==> config.mk <==
export PLATFORM = sky130hd
export DESIGN_NAME = addr_window_xlate
export DESIGN_NICKNAME = d
export VERILOG_FILES = /design/src/rtl/addr_xlate_pkg.sv /design/src/rtl/addr_window_regs.sv /design/src/rtl/addr_window_match.sv /design/src/rtl/addr_window_prio.sv /design/src/rtl/addr_window_xlate.sv
export SDC_FILE = /design/constraint.sdc
export NUM_CORES = 1
export LEC_CHECK = 0
export BUFFER_PORTS_ARGS = -buffer_cell sky130_fd_sc_hd__buf_2
export CELL_PAD_IN_SITES_DETAIL_PLACEMENT = 1
export CELL_PAD_IN_SITES_GLOBAL_PLACEMENT = 1
export CORE_AREA = 4 4 142 199
export CTS_CLUSTER_DIAMETER = 100
export DETAILED_ROUTE_END_ITERATION = 7
export DIE_AREA = 0 0 146 203
export HOLD_SLACK_MARGIN = 0.15
export MAX_ROUTING_LAYER = met4
export PLACE_DENSITY = 0.67
export SKIP_CTS_REPAIR_TIMING = 1
export SLEW_MARGIN = 10
export SYNTH_ARGS = -nofsm -noshare
export SYNTH_HDL_FRONTEND = slang
export SYNTH_SLANG_ARGS = --single-unit
==> constraint.sdc <==
create_clock -name clk -period 2.3 [get_ports clk]
set_input_delay 0.23 -clock clk [delete_from_list [all_inputs] [get_ports clk]]
set_output_delay 0.23 -clock clk [all_outputs]
set_load 0.01 [all_outputs]
==> src/rtl/addr_xlate_pkg.sv <==
package addr_xlate_pkg;

   // cycle type reported on rsp_kind
   typedef enum logic [1:0] {
      KIND_NONE = 2'b00,
      KIND_MEM  = 2'b01,
      KIND_IO   = 2'b10,
      KIND_CFG  = 2'b11
   } xl_kind_e;

   // base register field positions
   localparam int unsigned BASE_EN_BIT  = 8;
   localparam int unsigned BASE_SZ_LSB  = 0;
   // map register field position selecting configuration cycles
   localparam int unsigned MAP_CFG_BIT  = 0;

endpackage

==> src/rtl/addr_window_regs.sv <==
module addr_window_regs
   import addr_xlate_pkg::*;
#(
   parameter int unsigned NUM_WIN = 3,
   parameter int unsigned ADDR_W  = 32,
   localparam int unsigned IDX_W  = (NUM_WIN > 1) ? $clog2(NUM_WIN) : 1
) (
   input  logic                             clk,
   input  logic                             rst_n,
   input  logic                             we,
   input  logic [IDX_W-1:0]                 win,
   input  logic                             is_map,
   input  logic [ADDR_W-1:0]                wdata,
   output logic [NUM_WIN-1:0][ADDR_W-1:0]   base_q,
   output logic [NUM_WIN-1:0][ADDR_W-1:0]   map_q
);

   for (genvar i = 0; i < NUM_WIN; i++) begin : g_win
      logic sel;
      assign sel = we && (win == IDX_W'(i));

      always_ff @(posedge clk) begin
         if (!rst_n) begin
            base_q[i] <= '0;
            map_q[i]  <= '0;
         end else if (sel) begin
            if (is_map) map_q[i]  <= wdata;
            else        base_q[i] <= wdata;
         end
      end
   end

endmodule

==> src/rtl/addr_window_match.sv <==
module addr_window_match
   import addr_xlate_pkg::*;
#(
   parameter int unsigned ADDR_W   = 32,
   parameter int unsigned MIN_LOG2 = 12,
   parameter bit          IS_IO    = 1'b0,
   localparam int unsigned SZ_W    = $clog2(ADDR_W)
) (
   input  logic [ADDR_W-1:0] base,
   input  logic [ADDR_W-1:0] map,
   input  logic [ADDR_W-1:0] addr,
   output logic              hit,
   output logic [ADDR_W-1:0] xaddr,
   output logic [1:0]        kind
);

   logic [SZ_W-1:0]   sz_code;
   logic [SZ_W-1:0]   sz_eff;
   logic [ADDR_W-1:0] mask;
   logic [ADDR_W-1:0] joined;
   logic              is_cfg;

   assign sz_code = base[BASE_SZ_LSB +: SZ_W];
   assign sz_eff  = (sz_code < SZ_W'(MIN_LOG2)) ? SZ_W'(MIN_LOG2) : sz_code;
   assign mask    = {ADDR_W{1'b1}} << sz_eff;
   assign hit     = base[BASE_EN_BIT] && ((addr & mask) == (base & mask));
   assign joined  = (map & mask) | (addr & ~mask);

   if (IS_IO) begin : g_io
      assign is_cfg = 1'b0;
      assign kind   = KIND_IO;
   end else begin : g_mem
      assign is_cfg = map[MAP_CFG_BIT];
      assign kind   = is_cfg ? KIND_CFG : KIND_MEM;
   end

   assign xaddr = is_cfg ? {joined[ADDR_W-1:2], 2'b00} : joined;

endmodule

==> src/rtl/addr_window_prio.sv <==
module addr_window_prio
   import addr_xlate_pkg::*;
#(
   parameter int unsigned NUM_WIN = 3,
   parameter int unsigned ADDR_W  = 32,
   localparam int unsigned IDX_W  = (NUM_WIN > 1) ? $clog2(NUM_WIN) : 1
) (
   input  logic [NUM_WIN-1:0]             hit,
   input  logic [NUM_WIN-1:0][ADDR_W-1:0] xaddr,
   input  logic [NUM_WIN-1:0][1:0]        kind,
   output logic                           any,
   output logic [IDX_W-1:0]               sel,
   output logic [ADDR_W-1:0]              addr,
   output logic [1:0]                     sel_kind
);

   // scan from the top so the lowest matching index is written last
   always_comb begin
      any      = 1'b0;
      sel      = '0;
      addr     = '0;
      sel_kind = KIND_NONE;
      for (int i = NUM_WIN - 1; i >= 0; i--) begin
         if (hit[i]) begin
            any      = 1'b1;
            sel      = IDX_W'(i);
            addr     = xaddr[i];
            sel_kind = kind[i];
         end
      end
   end

endmodule

==> src/rtl/addr_window_xlate.sv <==
module addr_window_xlate
   import addr_xlate_pkg::*;
#(
   parameter int unsigned NUM_WIN  = 3,
   parameter int unsigned ADDR_W   = 32,
   parameter int unsigned MIN_LOG2 = 12,
   parameter int unsigned IO_WIN   = 2,
   localparam int unsigned IDX_W   = (NUM_WIN > 1) ? $clog2(NUM_WIN) : 1
) (
   input  logic              clk,
   input  logic              rst_n,
   input  logic              cfg_we,
   input  logic [IDX_W-1:0]  cfg_win,
   input  logic              cfg_is_map,
   input  logic [ADDR_W-1:0] cfg_wdata,
   input  logic              req_valid,
   input  logic [ADDR_W-1:0] req_addr,
   output logic              rsp_valid,
   output logic [ADDR_W-1:0] rsp_addr,
   output logic [1:0]        rsp_kind,
   output logic              rsp_miss,
   output logic [IDX_W-1:0]  rsp_win
);

   if (NUM_WIN < 1) begin : g_bad_num
      $error("NUM_WIN must be at least 1");
   end
   if (IO_WIN >= NUM_WIN) begin : g_bad_io
      $error("IO_WIN must index an existing window");
   end
   if (MIN_LOG2 <= BASE_EN_BIT || MIN_LOG2 >= ADDR_W) begin : g_bad_min
      $error("MIN_LOG2 must lie above the enable bit and below ADDR_W");
   end
   if (BASE_EN_BIT < $clog2(ADDR_W)) begin : g_bad_en
      $error("enable bit overlaps the size field");
   end

   logic [NUM_WIN-1:0][ADDR_W-1:0] base_q;
   logic [NUM_WIN-1:0][ADDR_W-1:0] map_q;
   logic [NUM_WIN-1:0]             hit_vec;
   logic [NUM_WIN-1:0][ADDR_W-1:0] xaddr_vec;
   logic [NUM_WIN-1:0][1:0]        kind_vec;
   logic                           any_hit;
   logic [IDX_W-1:0]               win_sel;
   logic [ADDR_W-1:0]              addr_sel;
   logic [1:0]                     kind_sel;

   addr_window_regs #(
      .NUM_WIN (NUM_WIN),
      .ADDR_W  (ADDR_W)
   ) u_regs (
      .clk    (clk),
      .rst_n  (rst_n),
      .we     (cfg_we),
      .win    (cfg_win),
      .is_map (cfg_is_map),
      .wdata  (cfg_wdata),
      .base_q (base_q),
      .map_q  (map_q)
   );

   for (genvar i = 0; i < NUM_WIN; i++) begin : g_match
      addr_window_match #(
         .ADDR_W   (ADDR_W),
         .MIN_LOG2 (MIN_LOG2),
         .IS_IO    (i == IO_WIN)
      ) u_match (
         .base  (base_q[i]),
         .map   (map_q[i]),
         .addr  (req_addr),
         .hit   (hit_vec[i]),
         .xaddr (xaddr_vec[i]),
         .kind  (kind_vec[i])
      );
   end

   addr_window_prio #(
      .NUM_WIN (NUM_WIN),
      .ADDR_W  (ADDR_W)
   ) u_prio (
      .hit      (hit_vec),
      .xaddr    (xaddr_vec),
      .kind     (kind_vec),
      .any      (any_hit),
      .sel      (win_sel),
      .addr     (addr_sel),
      .sel_kind (kind_sel)
   );

   always_ff @(posedge clk) begin
      if (!rst_n) begin
         rsp_valid <= 1'b0;
         rsp_addr  <= '0;
         rsp_kind  <= KIND_NONE;
         rsp_miss  <= 1'b0;
         rsp_win   <= '0;
      end else begin
         rsp_valid <= req_valid;
         if (req_valid) begin
            rsp_addr <= addr_sel;
            rsp_kind <= kind_sel;
            rsp_miss <= !any_hit;
            rsp_win  <= win_sel;
         end
      end
   end

endmodule

======== After elaboration in Yosys (flattened, before gate mapping) ========
Index checks and enable logic that the tools add are counted.
word-level totals
  output and inout port bits .............. 38
  logic and storage cells ................. 73
  memories ................................ 0
  input port bits ......................... 71
  bits in read-only memories .............. 0
  bits in writable memories ............... 0
  bits in latches ......................... 0
  flip-flop bits (word level) ............. 230
operators by class
  add/subtract/negate cells ............... 0
  bitwise gates (word level) .............. 19
  multipliers ............................. 0
  div/mod/pow operators ................... 0
  $lt $le $gt $ge ......................... 3
  shifts and indexed selects .............. 3
  equal/unequal tests ..................... 5
  reductions and logical operators ........ 14
  muxes and demuxes ....................... 18
operators with widths
  operator                 number
  $and A32 B32 Y32         12
  $eq A32 B32 Y1           3
  $mux W32                 3
  $not A32 Y32             3
  $or A32 B32 Y32          3
  $shl A32 B5 Y32 const A  3
  $mux W2                  9
  $lt A5 B4 Y1 const B     3
  $mux W5                  3
  $reduce_and A2 Y1        6
  $logic_and A1 B1 Y1      6
  $mux W1                  3
  $eq A2 B1 Y1 const B     1
  $eq A2 B2 Y1 const B     1
  $logic_not A2 Y1         1
  $logic_not A1 Y1         1
  $not A1 Y1               1

======== Depth between registers and ports, before layout ========
Gate-level depths: netlist (run 1).
  word-level depth ........................ 10
  gate-level depth with buffers ........... 10
  mapped depth without buffers ............ 7

======== Hierarchy ========
From an unflattened synthesis (run 1), not the netlist that was laid out.
second synthesis, totals
  cell total of the unflattened synthesis .. 1271
  area total of the unflattened synthesis .. 11766.3 µm²
modules (own cells, without submodules)
  module                                      area an instance (µm²)  cells an instance  times used  seq. area each (µm²)
  addr_window_regs                            6966.7                  661                1           3843.7
  addr_window_match (g_match[0].u_match ...)  787.0                   111                2           0.0
  addr_window_xlate                           1440.1                  122                1           760.7
  addr_window_prio                            983.4                   159                1           0.0
  addr_window_match (g_match[2].u_match)      802.0                   107                1           0.0

======== Worst setup path after synthesis (run 1) ========
No wires, ideal clock.
  path kind ............................... register to register
  from .................................... register u_regs.base_q[2] (netlist bit)
  to ...................................... register rsp_addr[15]
  arrival ................................. 2.154 ns
  setup slack ............................. 0.019 ns
  path buffers ............................ 2
  clock period less this slack ............ 2.281 ns
  cell stages (with the launch flop) ...... 10
  required time ........................... 2.173 ns
  library setup time ...................... 0.127 ns
  cell sequence ........................... dfxtp_1 -> buf_4 -> buf_6 -> nand4_2 -> a22oi_2 -> o2111ai_1 -> or4b_4 -> a2bb2oi_2 -> a32o_1 -> or3_1
between the ends
  longest elaborated chain between the ends .. 7
  elaborated cells on any way between the ends .. 12
  those cells by class .................... 1 x order compare; 1 x eq/ne; 1 x shift; 2 x mux; 6 x bitwise; 1 x reduce/logical
ends and longest elaborated chain
  what                                                           line                                              text
  start: declaration                                             addr_window_regs.sv:14                            output logic [NUM_WIN-1:0][ADDR_W-1:0] base_q,
  start signal: indexed assignment                               addr_window_regs.sv:28                            else base_q[i] <= wdata;
  $lt A5 B4 Y1                                                   addr_window_match.sv:24                           assign sz_eff = (sz_code < SZ_W'(MIN_LOG2)) ? SZ_W'(MIN_LOG2) : sz_code;
  $mux W5                                                        addr_window_match.sv:24
  $shl A32 B5 Y32                                                addr_window_match.sv:25                           assign mask = {ADDR_W{1'b1}} << sz_eff;
  $and A32 B32 Y32 / $not A32 Y32 (equally long branches)        addr_window_match.sv:26, addr_window_match.sv:27
  $eq A32 B32 Y1 / $and A32 B32 Y32 (equally long branches)      addr_window_match.sv:26, addr_window_match.sv:27
  $logic_and A1 B1 Y1 / $or A32 B32 Y32 (equally long branches)  addr_window_match.sv:26, addr_window_match.sv:27
  $mux W32 (*)                                                   addr_window_prio.sv:24                            if (hit[i]) begin
  end signal: assignment                                         addr_window_xlate.sv:100                          rsp_addr <= addr_sel;
  end: declaration                                               addr_window_xlate.sv:19                           output logic [ADDR_W-1:0] rsp_addr,
Every way passes the cells marked *; elsewhere a longest branch is shown, timed or not.
A chain may end at the register's enable or synchronous reset.

======== Final worst setup path (run 1) ========
  from .................................... register u_regs.base_q[3] (netlist bit)
  to ...................................... register rsp_addr[13]
Same word-level chain as after synthesis.

==> results of run 1 <==
[state kept, by name, summed over array words and instances (netlist names)]
name,cells
rsp_addr,32
rsp_kind,2
rsp_miss,1
rsp_valid,1
rsp_win,2
u_regs.base_q,78
u_regs.map_q,62
[worst max path at each step]
stage          slack [ps]           end
2_1_floorplan          20  rsp_addr[15]
3_3_place_gp         -290   rsp_addr[0]
3_5_place_dp         -300  rsp_addr[13]
4_1_cts              -320  rsp_addr[27]
5_1_grt              -240  rsp_addr[20]
6_report             -180  rsp_addr[13]
[Yosys cell counts, types with 6 or more instances]
library cell    n
a21boi_0      141
a21oi_1        17
a21oi_2        16
a22o_1         10
a22oi_1         7
a31oi_1         9
buf_2          15
buf_6           6
clkbuf_1       84
dfxtp_1       178
inv_1          12
mux2_2         19
mux2i_1        39
nand2_1       300
nand2b_1        6
nand3_1        29
nor2_1         22
nor2b_1         6
o211ai_1        6
o21ai_0        34
o221a_1        18
xnor2_1        21
xor2_1         39
[power by group]
part | internal [W] | leakage, nW | switching (W) | total (W)
logic | 0.000339 | 2.91 | 0.000467 | 0.000806
registers | 0.00315 | 1.45 | 0.0000460 | 0.00319
clock network | 0.00167 | 0.291 | 0.00140 | 0.00307
[cells in the final DEF, fill, tap and decap left out, drive strengths merged, types with 4 or more instances in the layout]
cell and n:
dfxtp 178, inv 19, nand2b 6, o221a 18, o211ai 7, nor3 5, o21ai 34, a22o 10
buf 250, o31ai 5, a22oi 8, xor2 39, nand3 29, mux2i 39, nand2 300, clkbuf 18
nor2 22, mux2 19, dlygate4sd3 34, or2 5, a21oi 33, o2111ai 4, a32o 5, and2 5
a31oi 9, a21boi 141, nor2b 6, xnor2 21
[layout make-up]
class / count / area (um^2) / share of cell area [%]
multi-input cells: 806 / 5179 / 43.42
clock inverters: 14 / 167.7 / 1.406
inverters: 12 / 45.04 / 0.3777
flip-flops and latches: 178 / 3578 / 30.00
clock buffers: 18 / 439.2 / 3.682
repair buffers: 284 / 2107 / 17.67
well taps: 328 / 410.4 / 3.441
[cells by family (layout without fill, tap and decap cells)]
family,Yosys count,count (layout)
simple gates,391,391
compound gates,297,297
buf+inv,125,328
flops,178,178
xor+xnor,60,60
mux,58,58
[worst max-delay path: stages (launching register included)]
cell       delay (ps)
dfxtp_4           400
buf_6             120
o211ai_1          140
a22oi_2           160
o2111ai_2         110
or4b_4            600
or2_4             290
buf_4             170
o221a_1           270
a21oi_2           130
[routing by layer]
| metal | part of all wire [%] | wire length, um | up-vias | global-route usage (%) |
|---|---|---|---|---|
| met4 | 5.8 | 2150 | 0 | 13.38 |
| li1 | - | - | 4156 | - |
| met2 | 52 | 19600 | 205 | 45.45 |
| met5 | 0 | 0 | - | - |
| met3 | 2.8 | 1034 | 81 | 3.327 |
| met1 | 39 | 14600 | 4321 | 26.86 |
[stage by stage]
stage | setup TNS [ps] | utilization [%]
detailed placement | -8750 | 40.54
finish | -3837 | 44.90
floorplan | 0 | -
global placement | -8699 | 40.54
CTS | -9703 | 42.83
global route | -6543 | 44.90
==> metrics.md, run 1 <==
| Metric | Value |
|---|---|
| Placed Cells incl. Taps | `1573` |
| Area after DPL | `between 10000 and 15000 um^2` |
| Hold depth | `3` |
| Final worst slack | `-175.0 ps` |
| Max Fclk | `between 0.4 and 0.5 GHz` |
| Num rows | `71` |
| Total power divided by cell area | `between 500 and 600 nW/um^2` |
| Slew margin rel. | `between 50 and 60%` |
| Residual DRC | `0` |
| WS Path Type | `register to register` |
| Adder-Cell Fraction of Synth Area | `0%` |
| Required time worst endpoint | `roughly 2700 ps` |
| CTS tree | `built` |
| Final non-filler cell total | `between 1500 and 2000` |
| IO Port Bufs | `102` |
| Area Overhead vs Synth | `30.65%` |
| Mapped Cells | `around 1100` |
| Critical path arrival | `about 2900 ps` |
| Hold_ws | `between 100 and 150 ps` |
| Crit path from | `u_regs.base_q[3]` |
| Top cells by area, synth | `dfxtp_1 (39%), nand2_1 (12%), a21boi_0 (12%)` |
| Min-delay src | `cfg_wdata[16]` |
| Synth Area in XOR/XNOR | `under 10%` |
| Hold Fails Final Rpt | `0` |
| Worst-Margin Slew | `723.3 ps` |
| First-pass GRT wire length | `54810 um` |
| Failing checks | `setup timing` |
| Syn_area_per_cell | `around 8.2 um^2` |
| H-tree Lvls | `4` |
| Synth unique cells | `60` |
| Clk_lat worst skew | `around 450 ps` |
| Reg2reg start | `u_regs.base_q[3]` |
| Min Tclk post-route | `about 2500 ps` |
| I/O Pins | `109` |
| Synth area leader | `dfxtp_1` |
| Initial Utilization | `34.37%` |
| Synth Area in Simple Gates | `between 10% and 20%` |
| Net count after synthesis | `1180` |
| Design area | `around 12000 um^2` |
| Largest net degree at the start of global routing | `116` |
| Post-synth top area share | `around 39%` |
| Antenna Cells | `0` |
| RSZ-0062 raised after global routing | `yes` |
| Reg clk slew, reported paths | `around 70 ps` |
| Final wirelength | `around 37000 um` |
| Worst Skew | `14.59 ps` |
| Final estimated routing congestion in global placement | `0.9145` |
| Fraction of layout cells with a size suffix above 1 | `about 27%` |
| FF-to-FF setup slack | `-180 ps` |
| Synthesized flop and latch total | `about 180` |
| Sequential share of the synthesized area | `approximately two fifths` |
| Maximum buffer depth of the clock tree | `2` |
| Die Area | `roughly 30000 um^2` |
| Complex-gate fraction of the synthesized area | `around a quarter` |
| Clk sinks | `about 180` |
| Die W | `between 100 and 150 um` |
| Worst hold path type | `input port to register` |
| Final #Nets | `roughly 1400` |
| Global route total overflow | `0` |
| Endpoints failing setup | `36` |
| Via Count | `8763` |
| Initial antenna violation count | `0` |
| Post-layout power | `0.007069 W` |
| First-pass iteration count of the detailed router | `5` |
| Mux contribution to synthesized area | `6.620%` |
| Maxcap violations | `0` |
| Endpoint, Worst Hold | `u_regs.map_q[16]` |
| Status | `finished with violations` |
| R2R cell count | `9` |
| Critical path startpoint category | `register` |
| Post-synth EDFFs | `0` |
| Main combinational cell family by area after synthesis | `compound AO/OA/AOI/OAI gates` |
| Root buf cell | `clkbuf_16` |
| Ys async rst share | `0%` |
| Setup slack after placement | `-297.1 ps` |
| Post-Syn Area | `~9100 um^2` |
| Total Routing Usage GR | `between 20 and 30%` |
| Fillcell total | `approximately 3100` |
| Critical path endpoint category | `register` |
| Num CTS Buffers | `17` |
| R2r endpoint | `rsp_addr[13]` |
| DRT antenna net count | `0` |
| Vias per inst | `5.343` |
| WL per Instance | `roughly 23 um` |
| Critical path fanouts, max | `7` |
| Most used DFF post-synth | `dfxtp_1` |
| Die Height | `approximately 200 um` |
| Synth Warn # | `0` |
| Core area | `26560 um^2` |
| Peak VDD IR | `between 0.0004 and 0.0005 V` |
| Fin. max-slew vios | `0` |
| Period utilization | `107.6%` |
| DRT iter0 DRCs | `approximately 470` |
| Leakage | `4.649 nW` |
| Vias in the first global route | `8884` |
| Hpwl dp | `~28000 um` |
Power figures use the tool's default switching activity.
==> run 2: changes to the inputs <==
- ABC_AREA: not set -> 1
- CORE_AREA: 4 4 142 199 -> 2 2 138 194
- DIE_AREA: 0 0 146 203 -> 0 0 140 196
- PLACE_DENSITY: 0.67 -> 0.71
- SKIP_LAST_GASP: not set -> 1
==> metrics.md, run 2 <==
| Metric | Value |
|---|---|
| Mapped Cells | `1385 (was 1109)` |
| Worst hold path type | `input port to register (unchanged)` |
| WL per Instance | `18.93 um (was 22.80 um)` |
| Final Util | `45.51% (was 44.90%)` |
| Die Height | `196 um (was 203 um)` |
| Vias per inst | `5.088 (was 5.343)` |
| Hold Fails Final Rpt | `0 (unchanged)` |
| Hold_ws | `118.3 ps (was 135.0 ps)` |
| Root buf cell | `clkbuf_16 (unchanged)` |
| Peak VDD IR | `0.0005463 V (was 0.0004834 V)` |
| Total power divided by cell area | `617.8 nW/um^2 (was 592.7 nW/um^2)` |
| Final estimated routing congestion in global placement | `0.9320 (was 0.9145)` |
| Top cells by area, synth | `dfxtp_1 (40%), nand2_1 (14%), o21ai_0 (12%) (was dfxtp_1 (39%), nand2_1 (12%), a21boi_0 (12%))` |
| Top flop regs | `u_regs.base_q (78), u_regs.map_q (62), rsp_addr (32) (unchanged)` |
| Combinational share of power | `12.0% (was 11.4%)` |
| Residual DRC | `11 (was 0)` |
| Critical path fanouts, max | `6 (was 7)` |
| Hpwl dp | `26490 um (was 27530 um)` |
| Max Fclk | `0.4409 GHz (was 0.4040 GHz)` |
| Largest Register | `u_regs.base_q (unchanged)` |
| Required time worst endpoint | `2620 ps (was 2680 ps)` |
| Final worst slack | `31.89 ps (was -175.0 ps)` |
| Net count after synthesis | `1456 (was 1180)` |
| Global route total overflow | `0 (unchanged)` |
| Num rows | `70 (was 71)` |
| Most used DFF post-synth | `dfxtp_1 (unchanged)` |
| Clk_lat worst skew | `450 ps (about the same)` |
| Synth area leader | `dfxtp_1 (unchanged)` |
| Worst Skew | `10.92 ps (was 14.59 ps)` |
| Clk sinks | `178 (unchanged)` |
| I/O Pins | `109 (unchanged)` |
| Power Internal | `0.005312 W (was 0.005157 W)` |
| Synthesized flop and latch total | `178 (unchanged)` |
| Min Tclk post-route | `2268 ps (was 2475 ps)` |
| Most frequent cells in the layout | `nand2_1 (305), o21ai_0 (202), dfxtp_1 (164) (was nand2_1 (300), dfxtp_1 (172), a21boi_0 (141))` |
| Ys async rst share | `0% (unchanged)` |
| Leakage | `5.201 nW (was 4.649 nW)` |
| Switching power | `0.001953 W (was 0.001912 W)` |
| Core area | `25840 um^2 (was 26560 um^2)` |
| Top-count cell post-synth | `nand2_1 (unchanged)` |
| Flop pwr share | `44.6% (was 45.2%)` |
| Sequential share of the synthesized area | `40.00% (was 39.04%)` |
| Post-synth top area share | `40.00% (was 39.04%)` |
| Syn_area_per_cell | `6.432 um^2 (was 8.232 um^2)` |
| Total Routing Usage GR | `26.36% (was 25.23%)` |
| Maxcap violations | `0 (unchanged)` |
| Fraction of layout cells with a size suffix above 1 | `22.93% (was 27.44%)` |
| Largest net degree at the start of global routing | `69 (was 116)` |
| Initial antenna violation count | `1 (was 0)` |
| Final wirelength | `36300 um (was 37390 um)` |
| Synth unique cells | `31 (was 60)` |
| Failing checks | `DRC (was setup timing)` |
| First-pass iteration count of the detailed router | `8 (was 5)` |
| Vias in the first global route | `9533 (was 8884)` |
| Num CTS Buffers | `17 (unchanged)` |
| Die Area | `27440 um^2 (was 29640 um^2)` |
| Critical path startpoint category | `register (unchanged)` |
| Status | `finished with violations (unchanged)` |
| Via Count | `9754 (was 8763)` |
| Initial Utilization | `34.48% (was 34.37%)` |
| Commonest non-fill, non-tap cell in the layout | `nand2_1 (unchanged)` |
| Final #Nets | `1651 (was 1370)` |
| Reg clk slew, reported paths | `70 ps (about the same)` |
| Post-synth EDFFs | `0 (unchanged)` |
| Die W | `140 um (was 146 um)` |
| DRT antenna net count | `0 (unchanged)` |
| Fin. max-slew vios | `0 (unchanged)` |
| Area Overhead vs Synth | `31.99% (was 30.65%)` |
| CTS tree | `built (unchanged)` |
| Period utilization | `98.61% (was 107.6%)` |
| Endpoints failing setup | `0 (was 36)` |
| Commonest cells post-synth | `nand2_1 (332), o21ai_0 (210), dfxtp_1 (178) (was nand2_1 (300), dfxtp_1 (178), a21boi_0 (141))` |
| Share of total power in the clock network | `43.4% (about the same)` |
| Critical path arrival | `2590 ps (was 2860 ps)` |
| H-tree Lvls | `4 (unchanged)` |
| Max reg flops | `78 (unchanged)` |
| Synth Warn # | `0 (unchanged)` |
| Switching share of power | `26.89% (was 27.05%)` |
| Maximum buffer depth of the clock tree | `2 (unchanged)` |
| First-pass GRT wire length | `53630 um (was 54810 um)` |
| DRT iter0 DRCs | `653 (was 466)` |
| WS Path Type | `register to register (unchanged)` |
| Post-Syn Area | `8909 um^2 (was 9129 um^2)` |
| Setup slack after placement | `-151.5 ps (was -297.1 ps)` |
| Critical path endpoint category | `register (unchanged)` |
| RSZ-0062 raised after global routing | `yes (unchanged)` |
| Slew margin rel. | `62.51% (was 51.78%)` |
| IO Port Bufs | `102 (unchanged)` |
| Worst-Margin Slew | `556.4 ps (was 723.3 ps)` |
[run 2: area by class of cell]
cell class / count / area (um^2)
diodes: 1 / 2.502
clock buffers: 19 / 432.9
clock inverters: 12 / 183.9
fillers: 3337 / 14080
inverters: 166 / 640.6
multi-input cells: 960 / 4638
flip-flops and latches: 178 / 3591
well taps: 324 / 405.4
repair buffers: 256 / 1857
repair inverters: 1 / 7.507
[run 2: kinds of logic (layout without fill, tap and decap cells)]
| logic type | count (synthesis) | after routing | share of synthesized area [%] |
|---|---|---|---|
| other | 0 | 1 | 0 |
| buffers and inverters | 247 | 454 | 10.80 |
| and+or+nand+nor | 563 | 563 | 25.39 |
| xor gates and xnor gates | 31 | 31 | 3.048 |
| AOI/OAI and AO/OA | 366 | 366 | 20.76 |
| DFF | 178 | 178 | 40.00 |
[run 2: worst max-delay path, cell delays in order (launching register included)]
cell and delay [ps]:
dfxtp_2 340, nor2_1 270, a21oi_2 120, nor2_1 290, nor2_1 90, nand2_1 140, nor2_1 90, nand3_4 110
buf_6 130, nand3_4 80, nand2_4 90, clkinvlp_4 200, nand2_1 120, a21oi_1 60
[run 2: final timing paths]
check	slack, ps	startpoint	end	cells past startpoint
max	30	u_regs.base_q[32]	rsp_addr[7]	13
min	120	cfg_wdata[3]	u_regs.base_q[35]	3
max reg2reg	30	u_regs.base_q[32]	rsp_addr[7]	13
min reg2reg	450	u_regs.map_q[82]	u_regs.map_q[82]	2
[run 2: stage by stage]
step | TNS [ps] | power, W | cell area [um^2] | std cells
final | 0 | 0.007265 | 11760 | 1917
after global routing | -605.4 | 0.007510 | 11760 | 1917
after CTS | -3849 | 0.007239 | 11100 | 1882
after detailed placement | -3054 | 0.004103 | 10480 | 1851
after global placement | -1463 | 0.004080 | 10480 | 1851
after floorplan | 0 | 0.003726 | 8909 | 1385
[run 2: metal layers]
layer  vias up  part of all wire [%]  GRT usage [%]
met4         0                   3.4          9.315
met1      4664                    42          31.66
met2       243                    50          45.41
met3        60                   4.3          3.466
met5         -                     0              -
li1       4787                     -              -
[run 2: power by group through the flow]
stage	Sequential, W	Clock [W]	Combinational [W]
2_1_floorplan	0.00330	0	0.000425
3_3_place_gp	0.00330	0	0.000778
3_5_place_dp	0.00331	0	0.000796
4_1_cts	0.00324	0.00320	0.000802
5_1_grt	0.00325	0.00330	0.000959
6_report	0.00324	0.00316	0.000872
